<file path="config.mk">
export PLATFORM = sky130hd
export DESIGN_NAME = pin_drive_ctrl
export DESIGN_NICKNAME = d
export VERILOG_FILES = /design/src/rtl/pin_drive_pkg.sv /design/src/rtl/pin_mode_bank.sv /design/src/rtl/core_or_merge.sv /design/src/rtl/pin_drive_slice.sv /design/src/rtl/pin_drive_ctrl.sv
export SDC_FILE = /design/constraint.sdc
export NUM_CORES = 1
export LEC_CHECK = 0
export BUFFER_PORTS_ARGS = -buffer_cell sky130_fd_sc_hd__buf_2
export CAP_MARGIN = 15
export CELL_PAD_IN_SITES_DETAIL_PLACEMENT = 1
export CELL_PAD_IN_SITES_GLOBAL_PLACEMENT = 2
export CORE_MARGIN = 2
export CORE_UTILIZATION = 35
export DETAILED_ROUTE_END_ITERATION = 10
export GPL_ROUTABILITY_DRIVEN = 1
export GPL_TIMING_DRIVEN = 0
export PLACE_DENSITY = 0.87
export SETUP_SLACK_MARGIN = 0.5
export SLEW_MARGIN = 20
export SYNTH_ARGS = -nofsm -noshare
export SYNTH_HDL_FRONTEND = slang
export SYNTH_SLANG_ARGS = --single-unit
</file>
<file path="constraint.sdc">
create_clock -name clk -period 1.2 [get_ports clk]
set_input_delay 0.18 -clock clk [delete_from_list [all_inputs] [get_ports clk]]
set_output_delay 0.18 -clock clk [all_outputs]
set_load 0.005 [all_outputs]
</file>
<file path="src/rtl/pin_drive_pkg.sv">
package pin_drive_pkg;

    localparam int MODE_W = 9;

    // Per-pin mode word, MSB first: [8] clk_io, [7] inv_in, [6] inv_out,
    // [5:3] hi_sel, [2:0] lo_sel
    typedef struct packed {
        logic       clk_io;
        logic       inv_in;
        logic       inv_out;
        logic [2:0] hi_sel;
        logic [2:0] lo_sel;
    } pin_mode_t;

    // A side is actively driven only for a zero select field
    function automatic logic side_drives(input logic [2:0] sel);
        return (sel == 3'b000);
    endfunction

endpackage

</file>
<file path="src/rtl/pin_mode_bank.sv">
module pin_mode_bank
    import pin_drive_pkg::*;
#(
    parameter int NUM_PINS = 16,
    parameter int ADDR_W   = 4
) (
    input  logic                     clk,
    input  logic                     rst_n,
    input  logic                     wr_en,
    input  logic [ADDR_W-1:0]        wr_addr,
    input  pin_mode_t                wr_data,
    output pin_mode_t [NUM_PINS-1:0] modes
);

    pin_mode_t [NUM_PINS-1:0] modes_d, modes_q;

    always_comb begin
        modes_d = modes_q;
        for (int i = 0; i < NUM_PINS; i++) begin
            if (wr_en && (wr_addr == ADDR_W'(i))) begin
                modes_d[i] = wr_data;
            end
        end
    end

    always_ff @(posedge clk or negedge rst_n) begin
        if (!rst_n) modes_q <= '0;
        else        modes_q <= modes_d;
    end

    assign modes = modes_q;

endmodule

</file>
<file path="src/rtl/core_or_merge.sv">
module core_or_merge #(
    parameter int NUM_CORES = 4,
    parameter int NUM_PINS  = 16
) (
    input  logic                                clk,
    input  logic                                rst_n,
    input  logic [NUM_CORES-1:0][NUM_PINS-1:0]  core_out,
    input  logic [NUM_CORES-1:0][NUM_PINS-1:0]  core_dir,
    input  logic [NUM_CORES-1:0][NUM_PINS-1:0]  core_per,
    output logic [NUM_PINS-1:0]                 dir_any,
    output logic [NUM_PINS-1:0]                 out_any
);

    typedef struct packed {
        logic [NUM_PINS-1:0] dir;
        logic [NUM_PINS-1:0] lvl;
    } merge_s;

    merge_s merge_d, merge_q;
    logic [NUM_CORES-1:0][NUM_PINS-1:0] contrib;

    // Each core's sources are qualified by its own direction bits
    for (genvar c = 0; c < NUM_CORES; c++) begin : g_core
        assign contrib[c] = (core_out[c] | core_per[c]) & core_dir[c];
    end

    always_comb begin
        merge_d = '0;
        for (int c = 0; c < NUM_CORES; c++) begin
            merge_d.dir = merge_d.dir | core_dir[c];
            merge_d.lvl = merge_d.lvl | contrib[c];
        end
    end

    always_ff @(posedge clk or negedge rst_n) begin
        if (!rst_n) merge_q <= '0;
        else        merge_q <= merge_d;
    end

    assign dir_any = merge_q.dir;
    assign out_any = merge_q.lvl;

endmodule

</file>
<file path="src/rtl/pin_drive_slice.sv">
module pin_drive_slice
    import pin_drive_pkg::*;
(
    input  logic      clk,
    input  logic      rst_n,
    input  pin_mode_t mode,
    input  logic      dir_any,
    input  logic      out_any,
    input  logic      pad_in,
    output logic      drv_hi,
    output logic      drv_lo,
    output logic      pin_in
);

    typedef struct packed {
        logic dir_c;   // optional clocked-I/O stage, direction
        logic lvl_c;   // optional clocked-I/O stage, level
        logic in_c;    // optional clocked-I/O stage, input
        logic hi;      // final drive-high flop
        logic lo;      // final drive-low flop
    } slice_s;

    slice_s st_d, st_q;
    logic   lvl_pre, lvl_sel, dir_sel, in_sel;

    always_comb begin
        // order: merged level -> output inversion -> clocked stage -> decode
        lvl_pre    = out_any ^ mode.inv_out;
        st_d.dir_c = dir_any;
        st_d.lvl_c = lvl_pre;
        st_d.in_c  = pad_in;
        dir_sel    = mode.clk_io ? st_q.dir_c : dir_any;
        lvl_sel    = mode.clk_io ? st_q.lvl_c : lvl_pre;
        st_d.hi    = dir_sel &  lvl_sel & side_drives(mode.hi_sel);
        st_d.lo    = dir_sel & ~lvl_sel & side_drives(mode.lo_sel);
        in_sel     = mode.clk_io ? st_q.in_c : pad_in;
    end

    always_ff @(posedge clk or negedge rst_n) begin
        if (!rst_n) st_q <= '0;
        else        st_q <= st_d;
    end

    assign drv_hi = st_q.hi;
    assign drv_lo = st_q.lo;
    assign pin_in = in_sel ^ mode.inv_in;

endmodule

</file>
<file path="src/rtl/pin_drive_ctrl.sv">
module pin_drive_ctrl
    import pin_drive_pkg::*;
#(
    parameter int NUM_CORES = 4,
    parameter int NUM_PINS  = 16,
    localparam int ADDR_W   = (NUM_PINS > 1) ? $clog2(NUM_PINS) : 1
) (
    input  logic                                clk,
    input  logic                                rst_n,
    input  logic [NUM_CORES-1:0][NUM_PINS-1:0]  core_out,
    input  logic [NUM_CORES-1:0][NUM_PINS-1:0]  core_dir,
    input  logic [NUM_CORES-1:0][NUM_PINS-1:0]  core_per,
    input  logic                                mode_we,
    input  logic [ADDR_W-1:0]                   mode_addr,
    input  logic [MODE_W-1:0]                   mode_wdata,
    input  logic [NUM_PINS-1:0]                 pad_in,
    output logic [NUM_PINS-1:0]                 drv_hi,
    output logic [NUM_PINS-1:0]                 drv_lo,
    output logic [NUM_PINS-1:0]                 pin_in
);

    pin_mode_t [NUM_PINS-1:0] modes;
    logic [NUM_PINS-1:0]      dir_any, out_any;

    pin_mode_bank #(.NUM_PINS(NUM_PINS), .ADDR_W(ADDR_W)) u_modes (
        .clk     (clk),
        .rst_n   (rst_n),
        .wr_en   (mode_we),
        .wr_addr (mode_addr),
        .wr_data (pin_mode_t'(mode_wdata)),
        .modes   (modes)
    );

    core_or_merge #(.NUM_CORES(NUM_CORES), .NUM_PINS(NUM_PINS)) u_merge (
        .clk      (clk),
        .rst_n    (rst_n),
        .core_out (core_out),
        .core_dir (core_dir),
        .core_per (core_per),
        .dir_any  (dir_any),
        .out_any  (out_any)
    );

    for (genvar p = 0; p < NUM_PINS; p++) begin : g_pin
        pin_drive_slice u_slice (
            .clk     (clk),
            .rst_n   (rst_n),
            .mode    (modes[p]),
            .dir_any (dir_any[p]),
            .out_any (out_any[p]),
            .pad_in  (pad_in[p]),
            .drv_hi  (drv_hi[p]),
            .drv_lo  (drv_lo[p]),
            .pin_in  (pin_in[p])
        );
    end

endmodule

</file>
==> Yosys cells after proc, flatten, opt, wreduce, memory -nomap -nowiden <==
Index checks and enable logic that the tools add are counted.
{ "op_classes": {"n_mul": 0, "bitwise": 126, "eq_ne": 15, "div_mod_pow": 0, "add_sub_neg": 0, "reduce_logical": 49, "shifts": 0, "n_lt_le_gt_ge": 0, "muxes": 48} }
{ "op_table": {"columns": ["cell", "count"], "rows": [
  ["$or A16 B16 Y16", 10],
  ["$logic_not A3 Y1", 32],
  ["$and A1 B1 Y1", 64],
  ["$and A16 B16 Y16", 4],
  ["$mux W1", 48],
  ["$eq A4 B4 Y1 const B", 8],
  ["$xor A1 B1 Y1", 32],
  ["$eq A4 B3 Y1 const B", 4],
  ["$logic_and A1 B1 Y1", 16],
  ["$not A1 Y1", 16],
  ["$eq A4 B2 Y1 const B", 2],
  ["$eq A4 B1 Y1 const B", 1],
  ["$logic_not A4 Y1", 1]
]} }
{ "totals": {"latchBits": 0, "rom_bits": 0, "output_inout_bits": 48, "wordCells": 400, "reg_bits": 256, "mem_bits_rw": 0, "n_memories": 0} }

==> Longest topological paths before layout <==
Gate-level depths: netlist of run 1.
{ "depth": {"word_depth": 5, "depth_mapped": 4} }

==> Modules after synthesis <==
A second synthesis of run 1 with hierarchy kept.
{ "hier_totals": {"hier_cells": 695, "hier_area_um2": 10010.9} }
{ "by_module_without_submodules": {"columns": ["mod", "area_per_inst_um2", "cells_each", "n_inst"], "rows": [
  ["pin_mode_bank", 5446.5, 327, 1],
  ["pin_drive_slice", 201.4, 15, 16],
  ["core_or_merge", 1341.3, 128, 1]
]} }

==> Worst setup path before layout of run 1 <==
No wires, ideal clock.
{ "synth_path": {"path_type": "input to register", "startpoint": "in mode_addr[3]", "endpoint": "reg u_modes.modes_q, in the netlist u_modes.modes[36]", "setup_time_ns": 0.125, "n_path_buf": 1, "cell_stages": 4, "arrival_ns": 1.188, "path_slack_ns": -0.113, "required_ns": 1.075, "cell_sequence": "nand3b_2 > or3_1 > buf_6 > mux2_4"} }
{ "synth_via": {"elab_chain_cells": 2} }
{ "synth_rtl": {"columns": ["item", "line", "rtl"], "rows": [
  ["start: declaration", "pin_drive_ctrl.sv:14", "input logic [ADDR_W-1:0] mode_addr,"],
  ["$eq A4 B3 Y1", "pin_mode_bank.sv:20", "if (wr_en && (wr_addr == ADDR_W'(i))) begin"],
  ["$logic_and A1 B1 Y1", "pin_mode_bank.sv:20", null],
  ["end signal: assignment", "pin_mode_bank.sv:28", "else modes_q <= modes_d;"],
  ["end: declaration", "pin_mode_bank.sv:15", "pin_mode_t [NUM_PINS-1:0] modes_d, modes_q;"]
]} }
No other way between the ends.
A chain may end at the register's enable or synchronous reset.

==> Worst setup path after layout of run 1 <==
{ "layout_path": {"startpoint": "reg u_modes.modes_q, in the netlist u_modes.modes[53]", "endpoint": "out pin_in[5]"} }
{ "layout_via": {"elab_chain_cells": 2} }
{ "layout_rtl": {"columns": ["item", "line", "rtl"], "rows": [
  ["$mux W1", "pin_drive_slice.sv:36", "in_sel = mode.clk_io ? st_q.in_c : pad_in;"],
  ["$xor A1 B1 Y1", "pin_drive_slice.sv:46", "assign pin_in = in_sel ^ mode.inv_in;"],
  ["end: declaration", "pin_drive_ctrl.sv:19", "output logic [NUM_PINS-1:0] pin_in"]
]} }
No other way between the ends.

==> results of run 1 <==
-- final cells by class --
class / instances / area (µm²) / area share, %
Sequential cell: 256 / 6424 / 36.21
Clock buffer: 40 / 817.0 / 4.606
Clock inverter: 11 / 135.1 / 0.7617
Tap cell: 390 / 488.0 / 2.751
Buffer: 63 / 613.1 / 3.456
Timing Repair Buffer: 525 / 4606 / 25.96
Antenna cell: 2 / 5.005 / 0.02821
Multi-Input combinational cell: 426 / 4652 / 26.22
-- registers in the layout, summed over array words and instances (netlist names) --
name,flops
u_modes.modes,144
g_pin.u_slice.st_q,48
g_pin.u_slice.drv_hi,16
g_pin.u_slice.drv_lo,16
u_merge.dir_any,16
u_merge.out_any,16
-- through the flow --
stage          hold WS, ns  cells  setup slack (ns)  utilization, %   TNS, ns
2_1_floorplan      -0.1156    743          -0.06576               -    -1.880
3_3_place_gp        0.3028   1404            -4.615           42.71  -1217.75
3_5_place_dp        0.1619   1406           -0.5558           42.93    -43.78
4_1_cts            -0.4115   1688           -0.5582           57.37    -12.27
5_1_grt            -0.3883   1713           -0.6385           60.33    -15.11
6_report           -0.4149   1713           -0.5783           60.33    -12.53
-- cells in the mapped netlist (2+ instances only) --
library cell  count  area share (%)
buf_2             4            0.19
and3_1           16            0.96
mux2_4           18             2.6
mux2_2          142              15
nor2_2            9            0.54
xor2_1           16             1.3
nand4_1          16            0.96
dfrtp_1         256              62
clkbuf_1          9            0.33
mux2i_1          32             3.1
xnor2_1          16             1.3
o21ai_0          64             3.1
or4_1            16             1.2
nand2_1          18            0.65
nor3_1           32             1.5
or3_1             2            0.12
buf_4            49             3.5
nor2_1           17            0.61
nand2b_1          5            0.30
-- power breakdown --
group	leakage, nW	internal (W)	switching, W
logic	4.87	0.00525	0.00271
clock network	0.467	0.00536	0.00354
registers	2.99	0.0103	0.00110
total	8.33	0.0209	0.00734
-- repair_timing --
item                                    in CTS  in global routing
gates resized for setup                    222                220
endpoints found under the hold margin      117                 92
pin swaps                                   32                 47
setup buffers                               49                 29
hold buffers                               173                 55
gates cloned                                 9                  3
endpoints found under the setup margin     228                271
-- layer usage --
layer / part of all wire [%] / routed length (µm) / vias up
li1: - / - / 3699
met4: 2.4 / 861 / 0
met2: 55 / 19870 / 228
met3: 4.5 / 1627 / 59
met5: 0 / 0 / -
met1: 39 / 14050 / 4252
-- worst paths after layout --
kind	end	slack [ns]	cells past startpoint	startpoint
worst max-delay path	pin_in[5]	-0.58	4	u_modes.modes[53]$_DFFE_PN0P_
worst min-delay path	u_merge.dir_any[4]$_DFF_PN0_	-0.41	1	rst_n
worst max register to register	g_pin[6].u_slice.drv_lo$_DFF_PN0_	-0.08	4	u_modes.modes[62]$_DFFE_PN0P_
worst min register to register	g_pin[3].u_slice.st_q[4]$_DFF_PN0_	0.38	0	u_merge.dir_any[3]$_DFF_PN0_
max in group asynchronous	u_modes.modes[71]$_DFFE_PN0P_	0.69	2	rst_n
min in group clk	u_merge.dir_any[11]$_DFF_PN0_	-0.14	2	core_dir[59]
-- worst max-delay path, cell delays in order (launching register included) --
cell,delay [ns]
dfrtp_1,0.39
mux2i_1,0.29
xnor2_1,0.16
buf_4,0.14
buf_6,0.08
-- logic make-up after synthesis --
| logic type | Yosys count |
|---|---|
| xor+xnor | 32 |
| flops | 256 |
| buf+inv | 63 |
| simple gates | 136 |
| mux | 192 |
| compound gates | 64 |
==> results.json, run 1 <==
{
  "whs_ns": -0.4149,
  "fin_ws_ns": -0.5783,
  "worstSetupPathType": "reg -> out",
  "grt_max_degree": 101,
  "clkTransAtPathRegs_ns": 0.06,
  "slew_violations": 0,
  "hold_viol": 70,
  "via_count": 8238,
  "gp_congestion": 0.6758,
  "ys_ff_latch": 256,
  "die_x_um": 176.3,
  "p_leak_nw": 8.328,
  "setup_viol": 63,
  "finalCriticalPeriod_ns": 1.778,
  "root_buffer": "clkbuf_16",
  "avgSynthCellArea_um2": 13.98,
  "drive_gt1_share_pct": 57.31,
  "antenna_left": 0,
  "synth_nets": 967,
  "grt_pass1_vias": 9687,
  "core_area_mm2": 0.02940,
  "netlist_instances": 743,
  "synthFlopType": "dfrtp_1",
  "dp_hpwl_um": 17300,
  "slew_headroom_pct": 52.13,
  "area_growth_pct": 70.76,
  "h-tree-depth": 1,
  "wl_per_cell_um": 21.25,
  "io_buffers": 271,
  "synth-xor-area-share_pct": 2.698,
  "grt.busiest_layer": "met2",
  "wl_um": 36400,
  "std_cell_rows": 63,
  "timing.clock.skew_ns": 0.01091,
  "initial_utilization_pct": 35.33,
  "fmax_mhz": 562.3,
  "yosysSeqAreaShare_pct": 61.66,
  "grt_use_met2_pct": 40.92,
  "grt_first_pass_wirelength_um": 53190,
  "worst_pin_slew_ns": 0.7181,
  "cts_buffers": 28,
  "clk_latency_ns": 0.54,
  "worstPathMaxFanout": 2,
  "synth-compound-area-share_pct": 3.083,
  "final_cell_mix": "242 x dfrtp_1, 217 x buf_2, 158 x mux2_4",
  "crit_path_end_kind": "output pin",
  "antenna_found_initial": 2,
  "syn_area_mm2": 0.01039,
  "muxShareOfSynthArea_pct": 21.08,
  "cap_violations": 0,
  "yosysWarnings": 0,
  "hold_path.class": "in -> async",
  "violations": "negative hold slack, negative setup slack",
  "yosys.area_share.simple_pct": 7.311,
  "cts_tree": "done",
  "die_h_um": 176.3,
  "fillerInstances": 2812,
  "final_common_cell": "dfrtp_1",
  "clock_path_buffers": 3,
  "required_ns": 1.02,
  "grtUsageMet1_pct": 25.46,
  "finalPower_w": 0.02823,
  "synth_edf_count": 0,
  "post-route-period-util_pct": 148.2,
  "place_area_mm2": 0.01262,
  "clock_sinks": 256,
  "max-vdd-ir-drop_mv": 1.014,
  "drt-initial-drc-count": 368,
  "ios": 272,
  "grt_overflow": 0,
  "first_pass_iters": 4,
  "finalNetCount": 1524,
  "groute.usage.overall_pct": 21.80,
  "drc": 0,
  "synth.distinct_cells": 25,
  "fp.dieArea_mm2": 0.03108,
  "gr-usage-met3_pct": 3.596,
  "power.density_mw_per_mm2": 1591,
  "status": "finished, violations left",
  "final_area_mm2": 0.01774,
  "rsz0062_at_grt": "true",
  "async_flop_share_pct": 100.0,
  "startpoint_type": "flip-flop",
  "viasPerCell": 4.809,
  "worstPathArrival_ns": 1.60,
  "synth_fa_ha_area_share_pct": 0,
  "synth_top_family_by_area": "multiplexers"
}
(Power assumes the default switching activity.)
==> run 2, diff against run 1 <==
CORE_UTILIZATION = 32   (was 35)
PLACE_DENSITY = 0.84   (was 0.87)
clock period = 1.6 ns   (was 1.2 ns; I/O delays follow)
==> run 2 against run 1 <==
Effect of this change:
- the run still ends with negative hold slack, negative setup slack left
- clock skew is 0.0020 ns higher
- critical endpoint is now pin_in[6]
- sequential cell count stayed put
- combinational power is 35% lower
- sequential power is 26% lower
- clock power is 29% lower
- global-route usage is 2.5 points lower
- wire length is 8.7% lower
- utilization is 8.7 points lower
- critical path depth stayed put
- first-iteration DRC count is 30% lower
- power is 29% lower
==> results.json, run 2 (same netlist as run 1, synthesis figures left out) <==
{
  "required_ns": 1.36,
  "final_cell_mix": "251 x dfrtp_1, 221 x buf_2, 203 x dlygate4sd3_1",
  "stdcell_count": 1730,
  "hold_viol": 65,
  "rsz0062_at_grt": "true",
  "cap_violations": 0,
  "whs_ns": -0.3294,
  "core_area_mm2": 0.03180,
  "initial_utilization_pct": 32.67,
  "cts_buffers": 28,
  "h-tree-depth": 1,
  "max-vdd-ir-drop_mv": 0.7881,
  "hold_path.class": "in -> async",
  "cts_tree": "done",
  "status": "finished, violations left",
  "grt_overflow": 0,
  "groute.usage.overall_pct": 19.26,
  "worstPathArrival_ns": 1.64,
  "timing.clock.skew_ns": 0.01293,
  "place_area_mm2": 0.01251,
  "wl_um": 33240,
  "io_buffers": 271,
  "die_x_um": 184.2,
  "worstSetupPathType": "reg -> out",
  "dpl.cell_count": 1451,
  "gp_congestion": 0.7130,
  "clock_path_buffers": 3,
  "fmax_mhz": 531.6,
  "post-route-period-util_pct": 117.6,
  "worst_pin_slew_ns": 0.9389,
  "worst-path-buf-inv": 2,
  "p_leak_nw": 7.433,
  "fin_tns_setup_ns": -2.608,
  "drive_gt1_share_pct": 47.29,
  "fp.dieArea_mm2": 0.03392,
  "crit_chain": "mux2i_1, xnor2_1, buf_4, buf_6",
  "rr_worst_depth": 4,
  "grt_pass1_vias": 9382,
  "drc": 0,
  "r2r_setup_slack_ns": 0.34,
  "viasPerCell": 4.621,
  "final_common_cell": "dfrtp_1",
  "area_growth_pct": 57.97,
  "cpMaxStageDelayCell": "dfrtp_1",
  "drt-initial-drc-count": 258,
  "grt_max_degree": 100,
  "cpPeakStageDelay_ns": 0.40,
  "largest_register_ff_count": 144,
  "clk_latency_ns": 0.54,
  "via_count": 7995,
  "hold_buffers": 203,
  "finalCriticalPeriod_ns": 1.881,
  "slew_violations": 0,
  "violations": "negative hold slack, negative setup slack",
  "fillerInstances": 3235,
  "die_h_um": 184.2,
  "r2r-start": "u_modes.modes[53]$_DFFE_PN0P_",
  "dp_hpwl_um": 17090,
  "r2r_end": "g_pin[5].u_slice.drv_lo$_DFF_PN0_",
  "wl_per_cell_um": 19.21,
  "root_buffer": "clkbuf_16",
  "clock_sinks": 256,
  "cp_top_family": "flip-flops",
  "startpoint_type": "flip-flop",
  "fin_ws_ns": -0.2811,
  "power.density_mw_per_mm2": 1213,
  "clkTransAtPathRegs_ns": 0.06,
  "grt_first_pass_wirelength_um": 50700,
  "std_cell_rows": 65,
  "finalNetCount": 1502,
  "slew_headroom_pct": 37.41,
  "antenna_left": 0,
  "first_pass_iters": 4,
  "setup_viol": 16,
  "antenna_found_initial": 4,
  "ios": 272,
  "worstPathMaxFanout": 2,
  "crit_path_end_kind": "output pin",
  "final_area_mm2": 0.01641
}
## run 2: cell count changes in the layout (fill, tap and decap cells not counted), sizes merged
cell,delta
diode,+1
dlymetal6s4s,-15
bufinv,-1
clkbuf,-4
nor2,-1
buf,-55
nand2,-1
clkinv,-5
clkinvlp,-1
dlygate4sd3,+54
## run 2: power breakdown
group          leakage, nW  internal (W)  total, W  switching [W]
Sequential            3.00       0.00770   0.00843       0.000731
Combinational         4.00       0.00333   0.00513        0.00180
Clock                0.433       0.00381   0.00634        0.00253
## run 2: stage by stage
step	total power, W	worst slack [ns]	hold WS (ns)	utilization [%]
6_report	0.01990	-0.2811	-0.3294	51.61
5_1_grt	0.02085	-0.3055	-0.3106	51.60
4_1_cts	0.01951	-0.1862	-0.3303	50.41
3_5_place_dp	0.01191	-0.1806	0.2405	39.34
3_3_place_gp	0.01171	-4.229	0.3587	39.13
2_1_floorplan	0.01054	0.2742	-0.05559	-
## run 2: what timing repair did
action / 4_1_cts / 5_1_grt
gates resized for setup: 96 / 75
endpoints found under the setup margin: 68 / 95
cloned: 0 / 0
pin swaps: 17 / 10
setup buffers: 17 / 12
endpoints found under the hold margin: 113 / 65
## run 2: worst max-delay path by stage
stage                                               from                                  to  cells past startpoint
after floorplan                             mode_addr[3]       u_modes.modes[36]$_DFFE_PN0P_                      4
after global placement                             rst_n  g_pin[3].u_slice.st_q[2]$_DFF_PN0_                      1
after detailed placement                    mode_addr[2]      u_modes.modes[101]$_DFFE_PN0P_                      4
after CTS                 u_modes.modes[125]$_DFFE_PN0P_                          pin_in[13]                      4
after global routing       u_modes.modes[62]$_DFFE_PN0P_                           pin_in[6]                      4
final                      u_modes.modes[62]$_DFFE_PN0P_                           pin_in[6]                      4
## run 2: cell type report
cell class / count / area (µm²) / area share (%)
Sequential cell: 256 / 6412 / 39.07
Clock buffer: 40 / 817.0 / 4.979
Multi-Input combinational cell: 424 / 3901 / 23.77
Buffer: 63 / 571.8 / 3.484
Tap cell: 435 / 544.3 / 3.317
Antenna cell: 3 / 7.507 / 0.04575
Timing Repair Buffer: 505 / 4084 / 24.89
Clock inverter: 4 / 72.57 / 0.4422
## run 2: per-layer routing
metal | global-route usage (%) | share of wire, % | up-vias
li1 | - | - | 3669
met1 | 21.63 | 38 | 4030
met2 | 36.45 | 55 | 221
met3 | 3.715 | 4.6 | 71
met4 | 6.208 | 2.8 | 4
met5 | 0 | 0.069 | -
